**src/rtl/pend_intc_pkg.sv**
```systemverilog
package pend_intc_pkg;
   localparam int unsigned MAP_ADDR_W = 8;
   localparam logic [MAP_ADDR_W-1:0] OFF_SRCPEND = 8'h00;
   localparam logic [MAP_ADDR_W-1:0] OFF_ROUTE   = 8'h04;
   localparam logic [MAP_ADDR_W-1:0] OFF_BLOCK   = 8'h08;
   localparam logic [MAP_ADDR_W-1:0] OFF_SERVICE = 8'h10;
   localparam logic [MAP_ADDR_W-1:0] OFF_INDEX   = 8'h14;

   typedef enum logic [2:0] {
      SEL_NONE,
      SEL_SRCPEND,
      SEL_ROUTE,
      SEL_BLOCK,
      SEL_SERVICE,
      SEL_INDEX
   } reg_sel_e;
endpackage

```
**src/rtl/pend_intc_latch.sv**
```systemverilog
module pend_intc_latch #(
   parameter int unsigned WIDTH = 32
) (
   input  logic             clk,
   input  logic             rst_n,
   input  logic [WIDTH-1:0] set_i,
   input  logic             clr_en_i,
   input  logic [WIDTH-1:0] clr_bits_i,
   output logic [WIDTH-1:0] pend_o
);
   logic [WIDTH-1:0] clr_eff;

   generate
      if (WIDTH < 1) begin : g_bad_width
         $error("pend_intc_latch: WIDTH must be at least 1");
      end
   endgenerate

   assign clr_eff = clr_en_i ? clr_bits_i : '0;

   always_ff @(posedge clk) begin
      if (!rst_n) pend_o <= '0;
      else        pend_o <= (pend_o & ~clr_eff) | set_i;
   end

   AST_REQ_LATCHED: assert property (@(posedge clk) disable iff (!rst_n)
      1'b1 |=> ((pend_o & $past(set_i)) == $past(set_i)))
      else $error("request not latched");

   AST_BIT_STICKY: assert property (@(posedge clk) disable iff (!rst_n)
      1'b1 |=> ((~pend_o & $past(pend_o & ~clr_eff)) == '0))
      else $error("pending bit lost without clear");
endmodule

```
**src/rtl/pend_intc_prio.sv**
```systemverilog
module pend_intc_prio #(
   parameter int unsigned WIDTH = 32,
   localparam int unsigned IDX_W = (WIDTH > 1) ? $clog2(WIDTH) : 1
) (
   input  logic [WIDTH-1:0] cand_i,
   output logic             hit_o,
   output logic [IDX_W-1:0] idx_o
);
   always_comb begin
      hit_o = 1'b0;
      idx_o = '0;
      for (int i = WIDTH - 1; i >= 0; i--) begin
         if (cand_i[i]) begin
            hit_o = 1'b1;
            idx_o = IDX_W'(i);
         end
      end
   end
endmodule

```
**src/rtl/pend_intc_svc.sv**
```systemverilog
module pend_intc_svc #(
   parameter int unsigned WIDTH = 32,
   localparam int unsigned IDX_W = (WIDTH > 1) ? $clog2(WIDTH) : 1
) (
   input  logic             clk,
   input  logic             rst_n,
   input  logic [WIDTH-1:0] cand_i,
   input  logic             clr_en_i,
   input  logic [WIDTH-1:0] clr_bits_i,
   output logic [WIDTH-1:0] svc_o,
   output logic [IDX_W-1:0] idx_o
);
   logic             hit;
   logic [IDX_W-1:0] win_idx;
   logic [WIDTH-1:0] svc_after_clr;
   logic             clr_hits;

   pend_intc_prio #(.WIDTH(WIDTH)) u_prio (
      .cand_i (cand_i),
      .hit_o  (hit),
      .idx_o  (win_idx)
   );

   assign svc_after_clr = svc_o & ~(clr_en_i ? clr_bits_i : '0);
   assign clr_hits      = (svc_after_clr != svc_o);

   always_ff @(posedge clk) begin
      if (!rst_n) begin
         svc_o <= '0;
         idx_o <= '0;
      end else if (svc_o == '0) begin
         if (hit) begin
            svc_o <= WIDTH'(1) << win_idx;
            idx_o <= win_idx;
         end
      end else begin
         svc_o <= svc_after_clr;
         if (svc_after_clr == '0) idx_o <= '0;
      end
   end

   AST_SVC_ONEHOT: assert property (@(posedge clk) disable iff (!rst_n)
      $onehot0(svc_o))
      else $error("service register holds several bits");

   AST_SVC_HOLD: assert property (@(posedge clk) disable iff (!rst_n)
      (svc_o != '0 && !clr_hits) |=> $stable(svc_o))
      else $error("service register changed without clear");

   AST_SVC_LOAD: assert property (@(posedge clk) disable iff (!rst_n)
      (svc_o == '0 && hit) |=> (svc_o != '0))
      else $error("winner not loaded into empty service register");

   AST_IDX_TRACKS: assert property (@(posedge clk) disable iff (!rst_n)
      (svc_o != '0) |-> svc_o[idx_o])
      else $error("offset does not point at service bit");

   AST_IDX_ZERO_IDLE: assert property (@(posedge clk) disable iff (!rst_n)
      (svc_o == '0) |-> (idx_o == '0))
      else $error("offset non-zero while idle");
endmodule

```
**src/rtl/pend_intc.sv**
```systemverilog
module pend_intc
   import pend_intc_pkg::*;
#(
   parameter int unsigned N_SRC  = 32,
   parameter int unsigned DATA_W = 32,
   parameter int unsigned ADDR_W = MAP_ADDR_W
) (
   input  logic              clk,
   input  logic              rst_n,
   input  logic [N_SRC-1:0]  src_req,
   input  logic              bus_we,
   input  logic [ADDR_W-1:0] bus_addr,
   input  logic [DATA_W-1:0] bus_wdata,
   output logic [DATA_W-1:0] bus_rdata,
   output logic              irq_o,
   output logic              fiq_o
);
   localparam int unsigned IDX_W = (N_SRC > 1) ? $clog2(N_SRC) : 1;

   generate
      if (N_SRC < 2 || N_SRC > DATA_W) begin : g_bad_src
         $error("pend_intc: N_SRC must lie in 2..DATA_W");
      end
      if (ADDR_W < MAP_ADDR_W) begin : g_bad_addr
         $error("pend_intc: ADDR_W too narrow for register map");
      end
   endgenerate

   reg_sel_e         sel;
   logic [N_SRC-1:0] wdat;
   logic [N_SRC-1:0] srcpend;
   logic [N_SRC-1:0] route_q;
   logic [N_SRC-1:0] block_q;
   logic [N_SRC-1:0] svc;
   logic [IDX_W-1:0] svc_idx;
   logic [N_SRC-1:0] irq_cand;
   logic [N_SRC-1:0] fiq_cand;

   assign wdat = bus_wdata[N_SRC-1:0];

   always_comb begin
      unique case (bus_addr)
         ADDR_W'(OFF_SRCPEND): sel = SEL_SRCPEND;
         ADDR_W'(OFF_ROUTE):   sel = SEL_ROUTE;
         ADDR_W'(OFF_BLOCK):   sel = SEL_BLOCK;
         ADDR_W'(OFF_SERVICE): sel = SEL_SERVICE;
         ADDR_W'(OFF_INDEX):   sel = SEL_INDEX;
         default:              sel = SEL_NONE;
      endcase
   end

   always_ff @(posedge clk) begin
      if (!rst_n) begin
         route_q <= '0;
         block_q <= '1;
      end else if (bus_we) begin
         if (sel == SEL_ROUTE) route_q <= wdat;
         if (sel == SEL_BLOCK) block_q <= wdat;
      end
   end

   pend_intc_latch #(.WIDTH(N_SRC)) u_srcpend (
      .clk        (clk),
      .rst_n      (rst_n),
      .set_i      (src_req),
      .clr_en_i   (bus_we && sel == SEL_SRCPEND),
      .clr_bits_i (wdat),
      .pend_o     (srcpend)
   );

   assign irq_cand = srcpend & ~block_q & ~route_q;
   assign fiq_cand = srcpend & ~block_q & route_q;

   pend_intc_svc #(.WIDTH(N_SRC)) u_svc (
      .clk        (clk),
      .rst_n      (rst_n),
      .cand_i     (irq_cand),
      .clr_en_i   (bus_we && sel == SEL_SERVICE),
      .clr_bits_i (wdat),
      .svc_o      (svc),
      .idx_o      (svc_idx)
   );

   assign irq_o = |svc;
   assign fiq_o = |fiq_cand;

   always_comb begin
      unique case (sel)
         SEL_SRCPEND: bus_rdata = DATA_W'(srcpend);
         SEL_ROUTE:   bus_rdata = DATA_W'(route_q);
         SEL_BLOCK:   bus_rdata = DATA_W'(block_q);
         SEL_SERVICE: bus_rdata = DATA_W'(svc);
         SEL_INDEX:   bus_rdata = DATA_W'(svc_idx);
         default:     bus_rdata = '0;
      endcase
   end

   AST_FIQ_NEEDS_OPEN: assert property (@(posedge clk) disable iff (!rst_n)
      fiq_o |-> (block_q != '1))
      else $error("fast request while every source blocked");

   AST_IRQ_FOLLOWS_LOAD: assert property (@(posedge clk) disable iff (!rst_n)
      (!irq_o && (irq_cand != '0)) |=> irq_o)
      else $error("normal request not raised after selection");
endmodule

```
**config.mk**
```make
export PLATFORM = sky130hd
export DESIGN_NAME = pend_intc
export DESIGN_NICKNAME = d
export VERILOG_FILES = /design/src/rtl/pend_intc_pkg.sv /design/src/rtl/pend_intc_latch.sv /design/src/rtl/pend_intc_prio.sv /design/src/rtl/pend_intc_svc.sv /design/src/rtl/pend_intc.sv
export SDC_FILE = /design/constraint.sdc
export NUM_CORES = 1
export LEC_CHECK = 0
export BUFFER_PORTS_ARGS = -buffer_cell sky130_fd_sc_hd__buf_2
export CAP_MARGIN = 20
export CORE_MARGIN = 3
export CORE_UTILIZATION = 35
export DETAILED_ROUTE_END_ITERATION = 10
export GPL_TIMING_DRIVEN = 0
export REMOVE_ABC_BUFFERS = 1
export SLEW_MARGIN = 20
export SYNTH_ARGS = -nofsm -noshare
export SYNTH_HDL_FRONTEND = slang
export SYNTH_SLANG_ARGS = --single-unit
```
**constraint.sdc**
```tcl
create_clock -name clk -period 3.5 [get_ports clk]
set_clock_uncertainty 0.1 [all_clocks]
set_input_delay 0.175 -clock clk [delete_from_list [all_inputs] [get_ports clk]]
set_output_delay 0.175 -clock clk [all_outputs]
set_load 0.01 [all_outputs]
```
==> results of run 1 <==
## timing repair
item,4_1_cts,5_1_grt
hold buffers,95,0
endpoints found under the setup margin,0,13
gates resized for setup,0,1
hold endpoints to repair,95,0
## registers in the layout, indices dropped and copies added, names as in the netlist
register,flops
block_q,32
route_q,32
u_svc.idx_o,5
u_svc.svc_o,32
u_srcpend.pend_o,32
## placed cells by master (no fill, tap or decap), types with 19 or more instances in the layout
master         netlist  final
nand3_1             22     22
o22ai_1             20     20
buf_2                8    107
nand3b_1            33     33
mux2i_1             69     69
o21ai_0             44     44
nand2_1            117    116
dfxtp_1            133    133
inv_1               21     20
nor2_1              86     85
a22oi_1             28     28
dlygate4sd3_1        0     95
a21oi_1             41     41
nand4_1             19     19
nor3b_1             26     26
## power groups by stage
| stage | registers [uW] | logic (uW) | clock network, uW |
|---|---|---|---|
| finish | 1570 | 295 | 1920 |
| global route | 1580 | 321 | 2010 |
| CTS | 1570 | 292 | 1940 |
| detailed placement | 1600 | 202 | 0 |
| global placement | 1600 | 197 | 0 |
| floorplan | 1590 | 91.1 | 0 |
## per-stage QoR
step                setup slack [ns]  setup TNS [ns]  util [%]
floorplan                      0.268               0         -
CTS                            0.175               0      48.7
global placement               -1.81         -149.30      39.7
finish                         0.247               0      48.7
global route                   0.132               0      48.7
detailed placement            0.0958               0      40.4
## metal layers
| layer | track usage, % | vias up | share of wire [%] |
|---|---|---|---|
| met3 | 4.66 | 38 | 6.7 |
| met2 | 35.1 | 256 | 45 |
| met4 | 6.43 | 0 | 1.9 |
| met5 | 0 | - | 0 |
| met1 | 31.8 | 3397 | 47 |
| li1 | - | 3459 | - |
## worst min-delay path by stage
| stage | from | endpoint |
|---|---|---|
| after floorplan | rst_n | block_q[0] |
| after global placement | src_req[21] | u_srcpend.pend_o[21] |
| after detailed placement | src_req[10] | u_srcpend.pend_o[10] |
| after CTS | bus_addr[6] | u_svc.svc_o[0] |
| after global routing | bus_addr[5] | u_svc.svc_o[8] |
| final | bus_addr[5] | u_svc.svc_o[0] |
## logic make-up (layout without fill, tap and decap cells)
group / count (synthesis) / count (layout) / synth area share [%]
AOI/OAI and AO/OA: 202 / 202 / 18.6
buffers and inverters: 69 / 260 / 4.30
DFF: 133 / 133 / 38.3
muxes: 69 / 69 / 9.93
and+or+nand+nor: 376 / 376 / 28.9
## cell usage after synthesis (3+ instances only)
master	number
dfxtp_1	133
nand2_1	117
nor2_1	86
mux2i_1	69
o21ai_0	44
a21oi_1	41
clkbuf_1	33
nand3b_1	33
a22oi_1	28
nor3b_1	26
nand3_1	22
inv_1	21
o22ai_1	20
nand4_1	19
o211ai_1	16
nor4_1	15
o31ai_1	10
o32ai_1	9
buf_2	8
o21ai_1	8
nor2b_1	7
nor3_1	7
nor3b_2	7
nand2b_1	6
a21boi_0	5
nor4_2	5
or2_2	5
or3_1	5
buf_4	4
a211oi_1	3
a21boi_1	3
a41oi_1	3
and3_1	3
or3b_1	3
## final cells by class
cell class	count	share of cell area [%]
Multi-Input combinational cell	647	43.2
Clock inverter	14	2.15
Inverter	21	0.872
Clock buffer	18	4.60
Sequential cell	133	28.6
Timing Repair Buffer	207	17.1
Tap cell	260	3.49
## worst max-delay path, cell delays in order (launching register included)
cell,delay [ns]
dfxtp_1,0.38
nor3b_1,0.52
nor2_1,0.22
o31ai_1,0.17
nand4_1,0.13
o21ai_1,0.75
nand3_1,0.48
o32ai_1,0.40
==> metrics.md, run 1 <==
| Metric | Value |
|---|---|
| Vias in the first global route | `approximately 6900` |
| Via/cell ratio | `5.50` |
| Final-report hold violation count | `0` |
| R2R Setup Slk | `roughly 0.25 ns` |
| Crit. Startpoint | `u_srcpend.pend_o[10]` |
| Synth top area cells | `dfxtp_1, mux2i_1, nand2_1` |
| Port Buf Inserts | `108` |
| Starting Density | `~36%` |
| Area growth, synth to finish | `34.0%` |
| Initial antenna violation count | `0` |
| Post-synth top area cell | `dfxtp_1` |
| Seq/Total Area, Yosys | `38.3%` |
| Crit end category | `flip-flop` |
| CTS tree | `done` |
| Worst Hold Depth | `5` |
| PwrDens | `between 400 and 500 nW/um^2` |
| FF+latch area | `2660 um^2` |
| CTS Buf Count | `17` |
| DP HPWL | `about 18 mm` |
| First DRT Iteration DRCs | `590` |
| Routability Congestion | `just over 0.9` |
| Critical path peak fanout | `11` |
| Final Slew Violations | `0` |
| CTS root buf | `clkbuf_16` |
| Worst r2r src | `u_srcpend.pend_o[10]` |
| Clock Tree Buf Depth | `2` |
| Fin crit share | `92.9%` |
| Leakage Power | `between 0.003 and 0.004 uW` |
| Largest net degree at the start of global routing | `42` |
| R2R cell count | `7` |
| RSZ-0062 raised after global routing | `no` |
| Die footprint | `21600 um^2` |
| Measured slew at the worst slew-check pin | `around 1.0 ns` |
| Placed Instances | `roughly 1200` |
| FFs w/ async S/R, synth | `0%` |
| Detailed-route via count | `7150` |
| Post-place instance area | `7730 um^2` |
| Area of the multi-input gates | `4030 um^2` |
| GR Overflow Total | `0` |
| Rows | `50` |
| Startpoint type of the worst setup path | `flip-flop` |
| First-pass GRT wire length | `a little under 40 mm` |
| Yosys cell types | `53` |
| Total GRT Usage | `22.6%` |
| H-tree levels | `4` |
| Share of layout cells above drive strength 1 | `approximately 17%` |
| Worst endpoint required time | `3.72 ns` |
| Most used DFF post-synth | `dfxtp_1` |
| Clk_lat worst skew | `0.43 ns` |
| Yosys warning count | `0` |
| Internal Power | `2900 uW` |
| Crit Reg-Reg Endpoint | `u_svc.svc_o[3]` |
| Psw | `just under 900 uW` |
| Max rail drop VDD | `289 uV` |
| Post-Route WL | `24.6 mm` |
| Core area | `about 19000 um^2` |
| Slew margin rel. | `33.6%` |
| Clk pwr share | `50.7%` |
| Status | `finished clean` |
| Mapped cell area | `between 6000 and 7000 um^2` |
| Final instance area | `9320 um^2` |
| I/O pins | `about 110` |
| Last element of the critical path | `u_svc.svc_o[3]` |
| Flops & latches, synth | `133` |
| Post-CTS setup buffer count | `0` |
| WP data arrival | `about 3.5 ns` |
| WHS | `0.170 ns` |
| Setup violators final | `0` |
| Sequential share of power | `between 40% and 50%` |
| DRT antenna net count | `0` |
| Drt wl/cell | `18.9 um` |
| Top cell type's share of synthesized area | `38.3%` |
| Sink Count | `133` |
| EDFF count, synth | `0` |
| Max-cap violations | `0` |
| Synth Instances | `849` |
| Worst Setup Path Type | `reg -> reg` |
| Syn_area_per_cell | `8.20 um^2` |
| Fin cells | `1300` |
| Total power | `3780 uW` |
| DRC Markers | `0` |
| TritonRoute pass-1 iters | `5` |
| Clock edge transition at the registers on the reported setup and hold paths | `0.06 ns` |
| Max Fclk | `just over 0.3 GHz` |
| Final Net Count | `1102` |
| Sw Share | `23.3%` |
| Die width | `147 um` |
| Antenna fix cells | `0` |
| Period minus WS final | `3.25 ns` |
| Worst hold path type | `in -> reg` |
| Die Span Y | `147 um` |
| Filler cells | `1868` |
| Comb power frac | `a little under 8%` |
No activity file was read; power rests on OpenSTA's default activity.
==> run 2, diff against run 1 <==
--- a/config.mk
+++ b/config.mk
@@ -11,6 +11,7 @@
 export CORE_UTILIZATION = 35
 export DETAILED_ROUTE_END_ITERATION = 10
 export GPL_TIMING_DRIVEN = 0
+export PLACE_DENSITY = 0.58
 export REMOVE_ABC_BUFFERS = 1
 export SLEW_MARGIN = 20
 export SYNTH_ARGS = -nofsm -noshare
==> run 2 against run 1 <==
Sequential share of layout area about the same. Hold slack worse by 0.0076 ns. Critical path depth is 1 lower. Clock power hardly changed. Design area barely moved. Sequential power barely moved. Via count is essentially flat. Largest cell class unchanged.
==> metrics.md, run 2 (synthesis gave the netlist of run 1 again) <==
| Metric | Value |
|---|---|
| GR Overflow Total | `0 (unchanged)` |
| H-tree levels | `4 (unchanged)` |
| Area growth, synth to finish | `34.0% (about the same)` |
| Die Span Y | `147 um (unchanged)` |
| Worst Hold Depth | `5 (unchanged)` |
| Worst setup margin | `0.213 ns (-0.0339 ns)` |
| Clock Tree Buf Depth | `2 (unchanged)` |
| Period minus WS final | `3.29 ns (+0.0339 ns)` |
| CTS Buf Count | `17 (unchanged)` |
| Max Fclk | `0.304 GHz (-1.0%)` |
| DRC Markers | `0 (unchanged)` |
| Setup violators final | `0 (unchanged)` |
| Clk_lat worst skew | `0.43 ns (about the same)` |
| Largest net degree at the start of global routing | `42 (unchanged)` |
| Crit Reg-Reg Endpoint | `u_svc.svc_o[2]` |
| Share of layout cells above drive strength 1 | `16.9% (-0.096 points)` |
| CTS root buf | `clkbuf_16` |
| Final Slew Violations | `0 (unchanged)` |
| Fin crit share | `93.9% (+0.97 points)` |
| Crit end category | `flip-flop` |
| Max-cap violations | `0 (unchanged)` |
| R2R Setup Slk | `0.21 ns (-0.03 ns)` |
| Max rail drop VDD | `264 uV (-8.6%)` |
| RSZ-0062 raised after global routing | `no` |
| Initial antenna violation count | `0 (unchanged)` |
| Die footprint | `21600 um^2 (unchanged)` |
| Clock edge transition at the registers on the reported setup and hold paths | `0.07 ns (about the same)` |
| Final Net Count | `1102 (unchanged)` |
| Die width | `147 um (unchanged)` |
| PwrDens | `409 nW/um^2 (+0.77%)` |
| Worst Setup Path Type | `reg -> reg` |
| DRT antenna net count | `0 (unchanged)` |
| Worst r2r src | `u_svc.svc_o[16]` |
| Hold_sp | `bus_addr[5]` |
| Setup_tns | `0 ns (unchanged)` |
| Critical path peak fanout | `20 (+9)` |
| Worst endpoint required time | `3.66 ns (-0.06 ns)` |
| Via/cell ratio | `5.50 (about the same)` |
| Commonest non-fill, non-tap cells in the layout | `dfxtp_1, nand2_1, buf_2` |
| Dpl ws | `0.0701 ns (-0.0257 ns)` |
| Core area | `19100 um^2 (unchanged)` |
| Final-report hold violation count | `0 (unchanged)` |
| Routability Congestion | `0.931 (+0.50%)` |
| Status | `finished clean` |
| Worst hold path type | `in -> reg` |
| CTS tree | `done` |
| R2R cell count | `6 (-1)` |
| Startpoint type of the worst setup path | `flip-flop` |
| First-pass GRT wire length | `39.0 mm (+1.5%)` |
| Vias in the first global route | `6868 (+0.16%)` |
| Commonest non-fill, non-tap cell in the layout | `dfxtp_1` |
| Port Buf Inserts | `108 (unchanged)` |
| First DRT Iteration DRCs | `548 (-7.1%)` |
| Antenna fix cells | `0 (unchanged)` |
| I/O pins | `109 (unchanged)` |
| Rows | `50 (unchanged)` |
| Total GRT Usage | `22.9% (+0.37 points)` |
| Detailed-route via count | `7155 (+0.070%)` |
| Drt wl/cell | `19.5 um (+3.0%)` |
| TritonRoute pass-1 iters | `5 (unchanged)` |
| Leakage Power | `0.00375 uW (about the same)` |
| WP data arrival | `3.45 ns (-0.03 ns)` |
| DP HPWL | `17.9 mm (+2.2%)` |
| Crit. Startpoint | `u_svc.svc_o[16]` |
| Measured slew at the worst slew-check pin | `1.05 ns (+0.0520 ns)` |
| WHS Endpoint | `u_svc.svc_o[8]` |
| Slew margin rel. | `30.1% (-3.5 points)` |
| Starting Density | `36.3% (unchanged)` |
| Sink Count | `133 (unchanged)` |
| Post-Route WL | `25.4 mm (+3.0%)` |
run 2: how the worst max path moves through the flow:
| stage | endpoint | slack, ns |
|---|---|---|
| 2_1_floorplan | u_srcpend.pend_o[0] | 0.27 |
| 3_3_place_gp | u_srcpend.pend_o[27] | -1.91 |
| 3_5_place_dp | route_q[5] | 0.07 |
| 4_1_cts | u_srcpend.pend_o[21] | 0.15 |
| 5_1_grt | u_svc.svc_o[2] | 0.11 |
| 6_report | u_svc.svc_o[2] | 0.21 |
run 2: metrics by stage:
stage	cells	power [uW]	utilization [%]	cell area, um^2	hold WS, ns
global placement	1169	1800	39.7	7600	0.279
global route	1300	3920	48.7	9330	0.213
floorplan	801	1690	-	6740	0.147
detailed placement	1173	1810	40.4	7730	0.287
CTS	1300	3830	48.7	9320	0.161
finish	1300	3810	48.7	9330	0.163
run 2: area by class of cell:
cell class                      count  area (um^2)
Clock inverter                     11          173
Tap cell                          260          325
Fill cell                        1897         9820
Inverter                           21         81.3
Multi-Input combinational cell    647         4030
Sequential cell                   133         2660
Clock buffer                       21          460
Timing Repair Buffer              207         1600
run 2: what timing repair did:
item,4_1_cts,5_1_grt
gates resized for setup,0,1
buffers inserted,0,0
endpoints found under the setup margin,0,14
hold buffers,95,0
hold endpoints to repair,96,0
run 2: layer usage:
layer	share of wire (%)	wire length (um)	vias to the layer above	GRT usage (%)
li1	-	-	3451	-
met1	46	11700	3421	31.6
met2	46	11600	257	37.3
met3	6.7	1700	26	4.57
met4	1.3	320	0	5.22
met5	0	0	-	0
run 2: report_power, final:
part	leakage [uW]	total, uW	switching (uW)	internal, uW
logic	0.00237	297	135	162
registers	0.00108	1570	29.4	1540
clock network	0.000296	1950	714	1230
total	0.00375	3810	878	2940
run 2: worst max-delay path, stage by stage (launching register included):
cell	delay [ns]
dfxtp_1	0.33
nor4_1	0.55
nand4_1	0.28
or2_2	0.40
nor4_2	0.44
nand2b_1	0.77
o32ai_1	0.25
